===== config.mk =====
export PLATFORM = sky130hd
export DESIGN_NAME = dma_busmode_seq
export DESIGN_NICKNAME = d
export VERILOG_FILES = /design/src/rtl/dma_seq_pkg.sv /design/src/rtl/dma_unit_counter.sv /design/src/rtl/dma_addr_step.sv /design/src/rtl/dma_bus_ctrl.sv /design/src/rtl/dma_busmode_seq.sv
export SDC_FILE = /design/constraint.sdc
export NUM_CORES = 1
export LEC_CHECK = 0
export BUFFER_PORTS_ARGS = -buffer_cell sky130_fd_sc_hd__buf_2
export CAP_MARGIN = 20
export CORE_ASPECT_RATIO = 0.7
export CORE_UTILIZATION = 57
export CTS_BUF_LIST = sky130_fd_sc_hd__clkbuf_8
export DETAILED_ROUTE_END_ITERATION = 8
export GPL_TIMING_DRIVEN = 0
export MAX_ROUTING_LAYER = met4
export PLACE_DENSITY = 0.83
export SLEW_MARGIN = 25
export SYNTH_ARGS = -nofsm -noshare
export SYNTH_HDL_FRONTEND = slang
export SYNTH_SLANG_ARGS = --single-unit

===== constraint.sdc =====
create_clock -name clk -period 3.07 [get_ports clk]
set_clock_uncertainty 0.05 [all_clocks]
set_input_delay 0.307 -clock clk [delete_from_list [all_inputs] [get_ports clk]]
set_output_delay 0.307 -clock clk [all_outputs]
set_load 0.01 [all_outputs]

===== src/rtl/dma_seq_pkg.sv =====
package dma_seq_pkg;
  typedef enum logic [2:0] {
    S_IDLE  = 3'd0,
    S_ARMED = 3'd1,
    S_WAITG = 3'd2,
    S_RD    = 3'd3,
    S_WR    = 3'd4
  } seq_state_t;

  // Byte increment for a unit size code: 0 -> 1, 1 -> 2, 2/3 -> 4.
  function automatic logic [2:0] unit_step(input logic [1:0] size);
    case (size)
      2'd0:    unit_step = 3'd1;
      2'd1:    unit_step = 3'd2;
      default: unit_step = 3'd4;
    endcase
  endfunction
endpackage


===== src/rtl/dma_unit_counter.sv =====
module dma_unit_counter #(
  parameter int CNT_W = 16
) (
  input  logic             clk,
  input  logic             rst_n,
  input  logic             load,
  input  logic [CNT_W-1:0] load_val,
  input  logic             dec,
  output logic             is_last,
  output logic             is_zero
);
  logic [CNT_W-1:0] cnt_q;

  always_ff @(posedge clk or negedge rst_n) begin
    if (!rst_n)      cnt_q <= '0;
    else if (load)   cnt_q <= load_val;
    else if (dec)    cnt_q <= cnt_q - 1'b1;
  end

  assign is_last = (cnt_q == {{(CNT_W-1){1'b0}}, 1'b1});
  assign is_zero = (cnt_q == '0);

  // one decrement per finished unit
  p_count_dec_r7: assert property (@(posedge clk) disable iff (!rst_n)
    (dec && !load) |=> (cnt_q == $past(cnt_q) - 1'b1));

  // no unit is finished once the count is used up
  p_no_underflow_r7: assert property (@(posedge clk) disable iff (!rst_n)
    dec |-> !is_zero);
endmodule


===== src/rtl/dma_addr_step.sv =====
module dma_addr_step import dma_seq_pkg::*; #(
  parameter int AW = 32
) (
  input  logic          clk,
  input  logic          rst_n,
  input  logic          load,
  input  logic [AW-1:0] load_val,
  input  logic [1:0]    size,
  input  logic          adv,
  output logic [AW-1:0] addr
);
  logic [AW-1:0] addr_q;
  logic [AW-1:0] step;

  assign step = AW'(unit_step(size));

  always_ff @(posedge clk or negedge rst_n) begin
    if (!rst_n)     addr_q <= '0;
    else if (load)  addr_q <= load_val;
    else if (adv)   addr_q <= addr_q + step;
  end

  assign addr = addr_q;

  // address advances by exactly the unit size
  p_addr_step_r8: assert property (@(posedge clk) disable iff (!rst_n)
    (adv && !load) |=> (addr_q == $past(addr_q) + $past(step)));
endmodule


===== src/rtl/dma_bus_ctrl.sv =====
module dma_bus_ctrl import dma_seq_pkg::*; (
  input  logic clk,
  input  logic rst_n,
  input  logic start,
  input  logic cfg_burst,
  input  logic cfg_dual,
  input  logic cnt_last,
  input  logic cnt_zero,
  input  logic dreq_n,
  input  logic bus_gnt,
  output logic load,
  output logic unit_done,
  output logic wr_phase,
  output logic bus_req,
  output logic bus_rd,
  output logic bus_wr,
  output logic dack,
  output logic done
);
  seq_state_t st_q, st_d;
  logic       burst_q, dual_q, done_q;
  logic       set_done;
  logic       keep_bus;

  assign unit_done = ((st_q == S_RD) && !dual_q) || (st_q == S_WR);
  assign keep_bus  = burst_q && !dreq_n;
  assign set_done  = ((st_q == S_ARMED) && cnt_zero) || (unit_done && cnt_last);

  always_comb begin
    st_d = st_q;
    load = 1'b0;
    case (st_q)
      S_IDLE:  if (start) begin
                 load = 1'b1;
                 st_d = S_ARMED;
               end
      S_ARMED: if (cnt_zero)     st_d = S_IDLE;
               else if (!dreq_n) st_d = S_WAITG;
      S_WAITG: if (bus_gnt)      st_d = S_RD;
      S_RD, S_WR: begin
        if ((st_q == S_RD) && dual_q) st_d = S_WR;
        else if (cnt_last)            st_d = S_IDLE;
        else if (keep_bus)            st_d = S_RD;
        else                          st_d = S_ARMED;
      end
      default: st_d = S_IDLE;
    endcase
  end

  always_ff @(posedge clk or negedge rst_n) begin
    if (!rst_n) begin
      st_q    <= S_IDLE;
      burst_q <= 1'b0;
      dual_q  <= 1'b0;
      done_q  <= 1'b0;
    end else begin
      st_q   <= st_d;
      done_q <= set_done;
      if (load) begin
        burst_q <= cfg_burst;
        dual_q  <= cfg_dual;
      end
    end
  end

  assign bus_req  = (st_q == S_WAITG) || (st_q == S_RD) || (st_q == S_WR);
  assign bus_rd   = (st_q == S_RD);
  assign bus_wr   = (st_q == S_WR);
  assign wr_phase = (st_q == S_WR);
  assign dack     = (st_q == S_RD);
  assign done     = done_q;

  // no strobe without a grant
  p_strobe_needs_grant_r9: assert property (@(posedge clk) disable iff (!rst_n)
    (bus_rd || bus_wr) |-> bus_gnt);

  // a request is raised only after the request line was seen low
  p_req_after_dreq_r9: assert property (@(posedge clk) disable iff (!rst_n)
    $rose(bus_req) |-> $past(!dreq_n));

  // cycle-steal releases after every unit
  p_cs_release_r2: assert property (@(posedge clk) disable iff (!rst_n)
    (unit_done && !burst_q) |=> !bus_req);

  // burst continues straight into the next unit
  p_burst_hold_r3: assert property (@(posedge clk) disable iff (!rst_n)
    (unit_done && burst_q && !cnt_last && !dreq_n) |=> (bus_rd && bus_req));

  // burst gives the bus up at a unit boundary when the request line is high
  p_burst_early_r4: assert property (@(posedge clk) disable iff (!rst_n)
    (unit_done && burst_q && dreq_n) |=> !bus_req);

  // dual-address read is followed by a write
  p_dual_order_r5: assert property (@(posedge clk) disable iff (!rst_n)
    (bus_rd && dual_q) |=> bus_wr);

  // single-address never writes
  p_single_no_wr_r6: assert property (@(posedge clk) disable iff (!rst_n)
    !dual_q |-> !bus_wr);

  // done lasts one cycle
  p_done_pulse_r7: assert property (@(posedge clk) disable iff (!rst_n)
    done |=> !done);

  // read and write strobes are never high together
  p_strobe_onehot_r5: assert property (@(posedge clk) disable iff (!rst_n)
    $onehot0({bus_rd, bus_wr}));
endmodule


===== src/rtl/dma_busmode_seq.sv =====
module dma_busmode_seq import dma_seq_pkg::*; #(
  parameter int AW    = 32,
  parameter int CNT_W = 16
) (
  input  logic             clk,
  input  logic             rst_n,
  input  logic             start,
  input  logic             cfg_burst,
  input  logic             cfg_dual,
  input  logic [1:0]       cfg_size,
  input  logic [CNT_W-1:0] cfg_count,
  input  logic [AW-1:0]    cfg_src,
  input  logic [AW-1:0]    cfg_dst,
  input  logic             dreq_n,
  input  logic             bus_gnt,
  output logic             bus_req,
  output logic             bus_rd,
  output logic             bus_wr,
  output logic [AW-1:0]    bus_addr,
  output logic [1:0]       bus_size,
  output logic             dack,
  output logic             done
);
  localparam int N_PTR = 2;

  logic          load, unit_done, wr_phase;
  logic          cnt_last, cnt_zero;
  logic [1:0]    size_q;
  logic [AW-1:0] ptr_base [N_PTR];
  logic [AW-1:0] ptr_cur  [N_PTR];

  always_ff @(posedge clk or negedge rst_n) begin
    if (!rst_n)    size_q <= 2'd0;
    else if (load) size_q <= cfg_size;
  end

  assign ptr_base[0] = cfg_src;
  assign ptr_base[1] = cfg_dst;

  dma_bus_ctrl u_ctrl (
    .clk       (clk),
    .rst_n     (rst_n),
    .start     (start),
    .cfg_burst (cfg_burst),
    .cfg_dual  (cfg_dual),
    .cnt_last  (cnt_last),
    .cnt_zero  (cnt_zero),
    .dreq_n    (dreq_n),
    .bus_gnt   (bus_gnt),
    .load      (load),
    .unit_done (unit_done),
    .wr_phase  (wr_phase),
    .bus_req   (bus_req),
    .bus_rd    (bus_rd),
    .bus_wr    (bus_wr),
    .dack      (dack),
    .done      (done)
  );

  dma_unit_counter #(.CNT_W(CNT_W)) u_cnt (
    .clk      (clk),
    .rst_n    (rst_n),
    .load     (load),
    .load_val (cfg_count),
    .dec      (unit_done),
    .is_last  (cnt_last),
    .is_zero  (cnt_zero)
  );

  for (genvar gi = 0; gi < N_PTR; gi++) begin : g_ptr
    dma_addr_step #(.AW(AW)) u_ptr (
      .clk      (clk),
      .rst_n    (rst_n),
      .load     (load),
      .load_val (ptr_base[gi]),
      .size     (size_q),
      .adv      (unit_done),
      .addr     (ptr_cur[gi])
    );
  end

  always_comb begin
    if (wr_phase)    bus_addr = ptr_cur[1];
    else if (bus_rd) bus_addr = ptr_cur[0];
    else             bus_addr = '0;
  end

  assign bus_size = size_q;

  // acknowledge only in a read cycle, once per unit
  p_ack_in_read_r10: assert property (@(posedge clk) disable iff (!rst_n)
    dack |-> (bus_rd && !wr_phase));

  // no address is driven outside a bus cycle
  p_addr_idle_r9: assert property (@(posedge clk) disable iff (!rst_n)
    !(bus_rd || bus_wr) |-> (bus_addr == '0));
endmodule


Yosys cells after proc, flatten, opt, wreduce, memory -nomap -nowiden
Index checks and enable logic that the tools add are counted.

storage, ports and cells
  register bits after elaboration = 88
  bits of input ports = 89
  logic and storage cells = 56

operators by class
  mux-type cells = 19
  add/subtract/negate cells = 3
  reductions and logical operators = 17
  eq/ne operators = 9

operator list
  cell                                                   count
  two-way mux 32 bit                                     6
  adder 32 x 3 -> 32 bit                                 2
  two-way mux 16 bit                                     2
  two-way mux 3 bit                                      6
  == test 16 x 1 -> 1 bit, second input constant         1
  logical NOT 16 bit                                     1
  subtractor 16 x 1 -> 16 bit, second input constant     1
  case mux 3 bit (4 select lines)                        1
  == test 3 x 2 -> 1 bit, second input constant          2
  case mux 3 bit (2 select lines)                        1
  logical AND 1 bit                                      5
  logical OR 1 bit                                       4
  inequality test 2 bit, second input constant           2
  == test 3 x 1 -> 1 bit, second input constant          1
  == test 3 bit, second input constant                   1
  logical NOT 3 bit                                      1
  inequality test 3 x 2 -> 1 bit, second input constant  1
  AND reduction 3 bit                                    1
  == test 2 x 1 -> 1 bit, second input constant          1
  logical NOT 1 bit                                      2
  logical NOT 2 bit                                      1
  two-way mux 1 bit                                      2
  two-way mux 2 bit                                      1
  nonzero test 2 bit                                     1
  OR reduction 2 bit                                     1

Logic depth before layout (Yosys ltp)
  word-level depth = 6
  mapped depth = 10
  gate-level depth less buffers = 8

Modules after synthesis
From an unflattened synthesis, not the netlist that was laid out.

unflattened totals
  cells, all modules = 616
  area, all modules = 5,694.2 µm²

by module, submodules not included
  module                          times used  cells each  area each (µm²)  seq. area each (µm²)
  dma_addr_step (g_ptr[1].u_ptr)  1           215         1,978.1          800.8
  dma_addr_step (g_ptr[0].u_ptr)  1           209         1,903.1          800.8
  dma_unit_counter                1           102         948.4            400.4
  dma_busmode_seq                 1           48          434.2            50.0
  dma_bus_ctrl                    1           42          430.4            150.1

Least setup slack after synthesis
Ideal clock, no wire load.

  path type = flip-flop to flip-flop
  start = register size_q[1], in the netlist bus_size[1]
  end = register g_ptr[1].u_ptr.addr_q[22]
  arrival = 2.483 ns
  cell stages (with the launch flop) = 10
  path slack = 0.415 ns
  library setup time = 0.123 ns
  path buffers = 1
  cells stage by stage = dfrtp_1 -> buf_2 -> nand2b_1 -> xnor2_1 -> ha_1 -> a211oi_1 -> nor2_1 -> and3_1 -> a311o_1 -> o221a_2

on the way
  longest elaborated chain between the ends = 5
  elaborated cells between the ends (all ways) = 6
  those cells by class = add/sub (1); eq/ne (1); mux (3); reduce/logical (1)

RTL lines
  item                                                         line                   text
  start: declaration                                           dma_busmode_seq.sv:28  logic [1:0] size_q;
  start signal: assignment                                     dma_busmode_seq.sv:34  else if (load) size_q <= cfg_size;
  == test 2 x 1 -> 1 bit or logical NOT 2 bit (tied branches)  dma_seq_pkg.sv:12      case (size)
  case mux 3 bit (2 select lines) *                            dma_seq_pkg.sv:12
  adder 32 x 3 -> 32 bit *                                     dma_addr_step.sv:20    else if (adv) addr_q <= addr_q + step;
  two-way mux 32 bit *                                         dma_addr_step.sv:20
  two-way mux 32 bit *                                         dma_addr_step.sv:19    else if (load) addr_q <= load_val;
  end signal: assignment                                       dma_addr_step.sv:19
  end signal: assignment                                       dma_addr_step.sv:20
  end: declaration                                             dma_addr_step.sv:12    logic [AW-1:0] addr_q;

Every way passes the cells marked *; elsewhere a longest branch is shown, timed or not. The select of a mux whose other input is x is not followed.
A chain may end at the register's enable or synchronous reset.

Worst setup path after layout
  start = register size_q[1], in the netlist bus_size[1]
  end = register g_ptr[1].u_ptr.addr_q[28]

The elaborated chain is that of the path after synthesis.

==> results.md <==
Pwr:
- The ratio of total power to cell area is 997 nW/µm².
- The worst supply voltage drop on vdd is 538 µV.
- Summing internal, switching and leakage power gives 0.00687 W.
- The leakage power figure is 2.91 nW.

Min path:
- The startpoint of the worst hold path is cfg_size[0].
- Counting instances, the worst hold path has a depth of 3.
- The worst min-delay path category is in -> reg.
- The worst hold path terminates at bus_size[0].

Synthesis:
- The number of enable flip-flop cells after synthesis is 0.
- The Yosys step of the flow raised 0 warnings.
- The dominant cell type by area after synthesis is dfrtp_1.
- Synthesis instantiated 67 different standard cells from the library.
- The most instantiated flip-flop cell in the synthesis netlist is dfrtp_1.
- The number of instances in the synthesized netlist is 682.
- The proportion of register bits with asynchronous set or reset after synthesis is 100%.
- The sequential cell area fraction in the yosys report is 38.2%.
- Yosys attributes the largest share of cell area to dfrtp_1 (38%), nand2_1 (6.2%), a22o_1 (5.0%).
- The synthesized area per cell is 8.46 µm².
- When the netlist entered floorplanning its net count stood at 778.
- Synthesis inferred 88 register bits.
- In this run the biggest area consumer among cell types represents 38.2% of the synthesized area.
- The synthesized netlist occupies a cell area of 5770 µm².

Layout:
- The fraction of final layout cells sized beyond drive strength 1 is 22.2%.
- The number of nets in the layout is 919.
- The repair_antennas step left the layout with diodes totalling 0.
- The fraction of the core area covered by cells at the end of the flow is 70.6%.
- The sequential cell area is 2200 µm².
- The leading cell type in the layout, fill and taps excluded is buf_2.
- The area of the multi-input gates is 3360 µm².
- The area growth from synthesis to layout is 19.5%.
- The number of fill cells is 781.
- In the layout the commonest cells are buf_2 (137), nand2_1 (96), dfrtp_1 (88), o21ai_0 (47), nor2_1 (42).
- The non-filler instance count after layout is 956.

Floorplanning:
- The initial utilization of the core area, before any placement, comes to 59.1%.
- In this run the horizontal extent of the chip is 122 µm.
- The floorplan has 30 rows.
- The die is 86.2 µm tall.
- The area inside the core boundary is 9760 µm².
- The die covers 10500 µm².
- The I/O pin count is 128.

Global routing:
- Global routing used 43.3% of the available tracks.
- The total overflow left after global routing is 0.
- The global-route wire length before repair is 32900 µm.
- The initial antenna violation count is 0.
- The maximum number of pins on one net before global-route repair is 65.
- The number of global-route vias before repair is 6195.

Clock tree:
- The clock slew seen by the registers of the worst setup and hold paths is 90 ps.
- The total number of clock tree sinks is 88.
- The clock passes through at most 2 buffers.
- The TritonCTS clock tree is built.
- The cell chosen for the clock root is clkbuf_8.
- The CTS buffer count is 9.
- The H-tree was split into 3 levels.
- At the later pin of the worst-skew pair, clock insertion delay measures 380 ps.

Critical path:
- The startpoint-to-endpoint class of the critical path is reg -> reg.
- For the worst flop-to-flop path, the logic depth is 9.
- For flop-to-flop paths, the worst setup slack is 40 ps.
- The reg-to-reg endpoint is g_ptr[1].u_ptr.addr[28].
- STA classifies the critical path startpoint as a flip-flop.
- The worst setup path is captured at a flip-flop.
- STA puts the critical path data arrival time at 3290 ps.
- The largest fanout on the critical path is 10.
- STA puts the critical path data required time at 3330 ps.
- The launch instance of the worst register-to-register path is bus_size[1].

Place:
- The cell total after placement is 938.
- Once detailed placement completed, the half-perimeter wirelength came to 15700 µm.
- The number of input and output port buffers inserted is 127.
- The congestion estimate from routability-driven global placement came to 0.961.

Drt:
- The number of vias per cell is 6.96.
- The average wire per cell in the routed design is 22.7 µm.
- In this run, the number of DRC markers left after iteration 0 of detailed routing was 852.
- The detail route stage leaves a number of antenna-violating nets equal to 0.
- The first-pass iteration count of the detailed router is 5.
- The residual DRC count is 0.
- The total wire length is 21700 µm.
- The total vias in the final route is 6656.

Timing:
- The final setup violation count is 0.
- The final sum of negative setup slack is 0 ps.
- The number of max-slew violations in the final report is 0.
- For the pin with the worst max-slew slack, the measured transition is 892 ps.
- Based on the critical path, the design can be clocked at up to 0.330 GHz.
- The count of final hold-check violations was 0.
- The worst max-slew margin expressed relative to the limit is 40.0%.
- The portion of the clock cycle consumed by the worst path in the final layout is 98.7%.
- After layout, the minimum clock period comes to 3030 ps.

Job:
- The number of maximum-capacitance constraint violations is 0.

Run status:
- The flow ran to the end, and the final reports show no timing, DRC or antenna violations.
[cells in the mapped netlist, types with 3 or more instances]
library cell,count
ha_1,7
or3_1,7
buf_2,10
inv_1,9
or4_1,12
and4_1,8
xnor2_1,16
a211o_1,3
xor2_1,10
o21ai_0,47
nor2_1,43
a21oi_1,29
a22oi_1,17
nand2_1,96
o211ai_1,14
nand3_1,41
nor4_1,10
and3_1,12
clkbuf_1,29
a21o_1,8
a22o_1,33
a311oi_1,3
buf_1,5
nor3_1,19
dfrtp_1,88
o311ai_0,8
nand3b_1,4
a31oi_1,14
nand4_1,13
o22ai_1,8
nand2b_1,5
and2_1,3
a211oi_1,9
[final cells by class]
class                   count  share of cell area [%]
multi-input cells         536                    48.8
flip-flops and latches     88                    31.9
repair buffers            130                    10.1
plain buffers              48                    3.01
well taps                 128                    2.32
clock buffers              10                    2.00
clock inverters             6                    1.22
inverters                  10                   0.563
[what timing repair did]
item	in CTS	in global routing
hold buffers	1	0
pin swaps	0	1
resized for setup	1	10
endpoints found under the setup margin	1	18
setup buffers	0	1
hold endpoints to repair	24	0
[sequential cells by signal, indices dropped and copies added, names as in the netlist]
register / cells
bus_size: 2
g_ptr.u_ptr.addr: 64
u_cnt.cnt_q: 16
u_ctrl.burst_q: 1
u_ctrl.done: 1
u_ctrl.dual_q: 1
u_ctrl.st_q: 3
[metal layers]
layer  track usage [%]  wire length (µm)  up-vias  share of wire [%]
li1                  -                 -     2846                  -
met1              56.0              8430     3153                 39
met2              61.8              9220      560                 42
met3              14.6              3200       97                 15
met4              18.1               863        0                4.0
met5                 -                 0        -                  0
[stage by stage]
step | worst slack, ps | hold slack [ps] | cell area [µm²]
after floorplan | 415 | -38.6 | 5770
after global placement | 117 | 447 | 6560
after detailed placement | -93.3 | 137 | 6600
after CTS | 5.67 | 66.0 | 6840
after global routing | -14.3 | 68.2 | 6890
final | 41.1 | 67.2 | 6890
[worst max-delay path by stage]
stage,start,end,slack (ps),cells after the start
finish,bus_size[1],g_ptr[1].u_ptr.addr[28],40,9
global route,bus_size[1],g_ptr[0].u_ptr.addr[13],-10,9
CTS,u_ctrl.st_q[2],bus_addr[16],6,7
detailed placement,bus_size[1],g_ptr[0].u_ptr.addr[13],-90,8
global placement,bus_size[1],g_ptr[0].u_ptr.addr[13],120,8
floorplan,bus_size[1],g_ptr[1].u_ptr.addr[22],410,9
[where the power goes]
group / switching, W / internal (W) / leakage (nW)
registers: 0.000758 / 0.00167 / 0.995
clock network: 0.000452 / 0.000477 / 0.110
logic: 0.00218 / 0.00133 / 1.81
total: 0.00340 / 0.00348 / 2.91
[logic make-up (layout without fill, tap and decap cells)]
logic type                 count (synthesis)  after routing  synth area share [%]
adders and majority gates                  7              7                  1.52
AOI/OAI and AO/OA                        210            210                  25.2
and+or+nand+nor                          290            290                  26.3
muxes                                      3              3                 0.564
DFF                                       88             88                  38.2
buffers and inverters                     58            204                  4.25
xor gates and xnor gates                  26             26                  3.95
[critical path, stage by stage, from the launching register on]
cell and delay, ps:
dfrtp_1 460, buf_2 220, nor2_1 220, ha_1 280, ha_1 250, a211oi_2 90
a211oi_4 540, nand3_1 280, or4_1 470, nand3_1 100
Power figures use the tool's default switching activity.
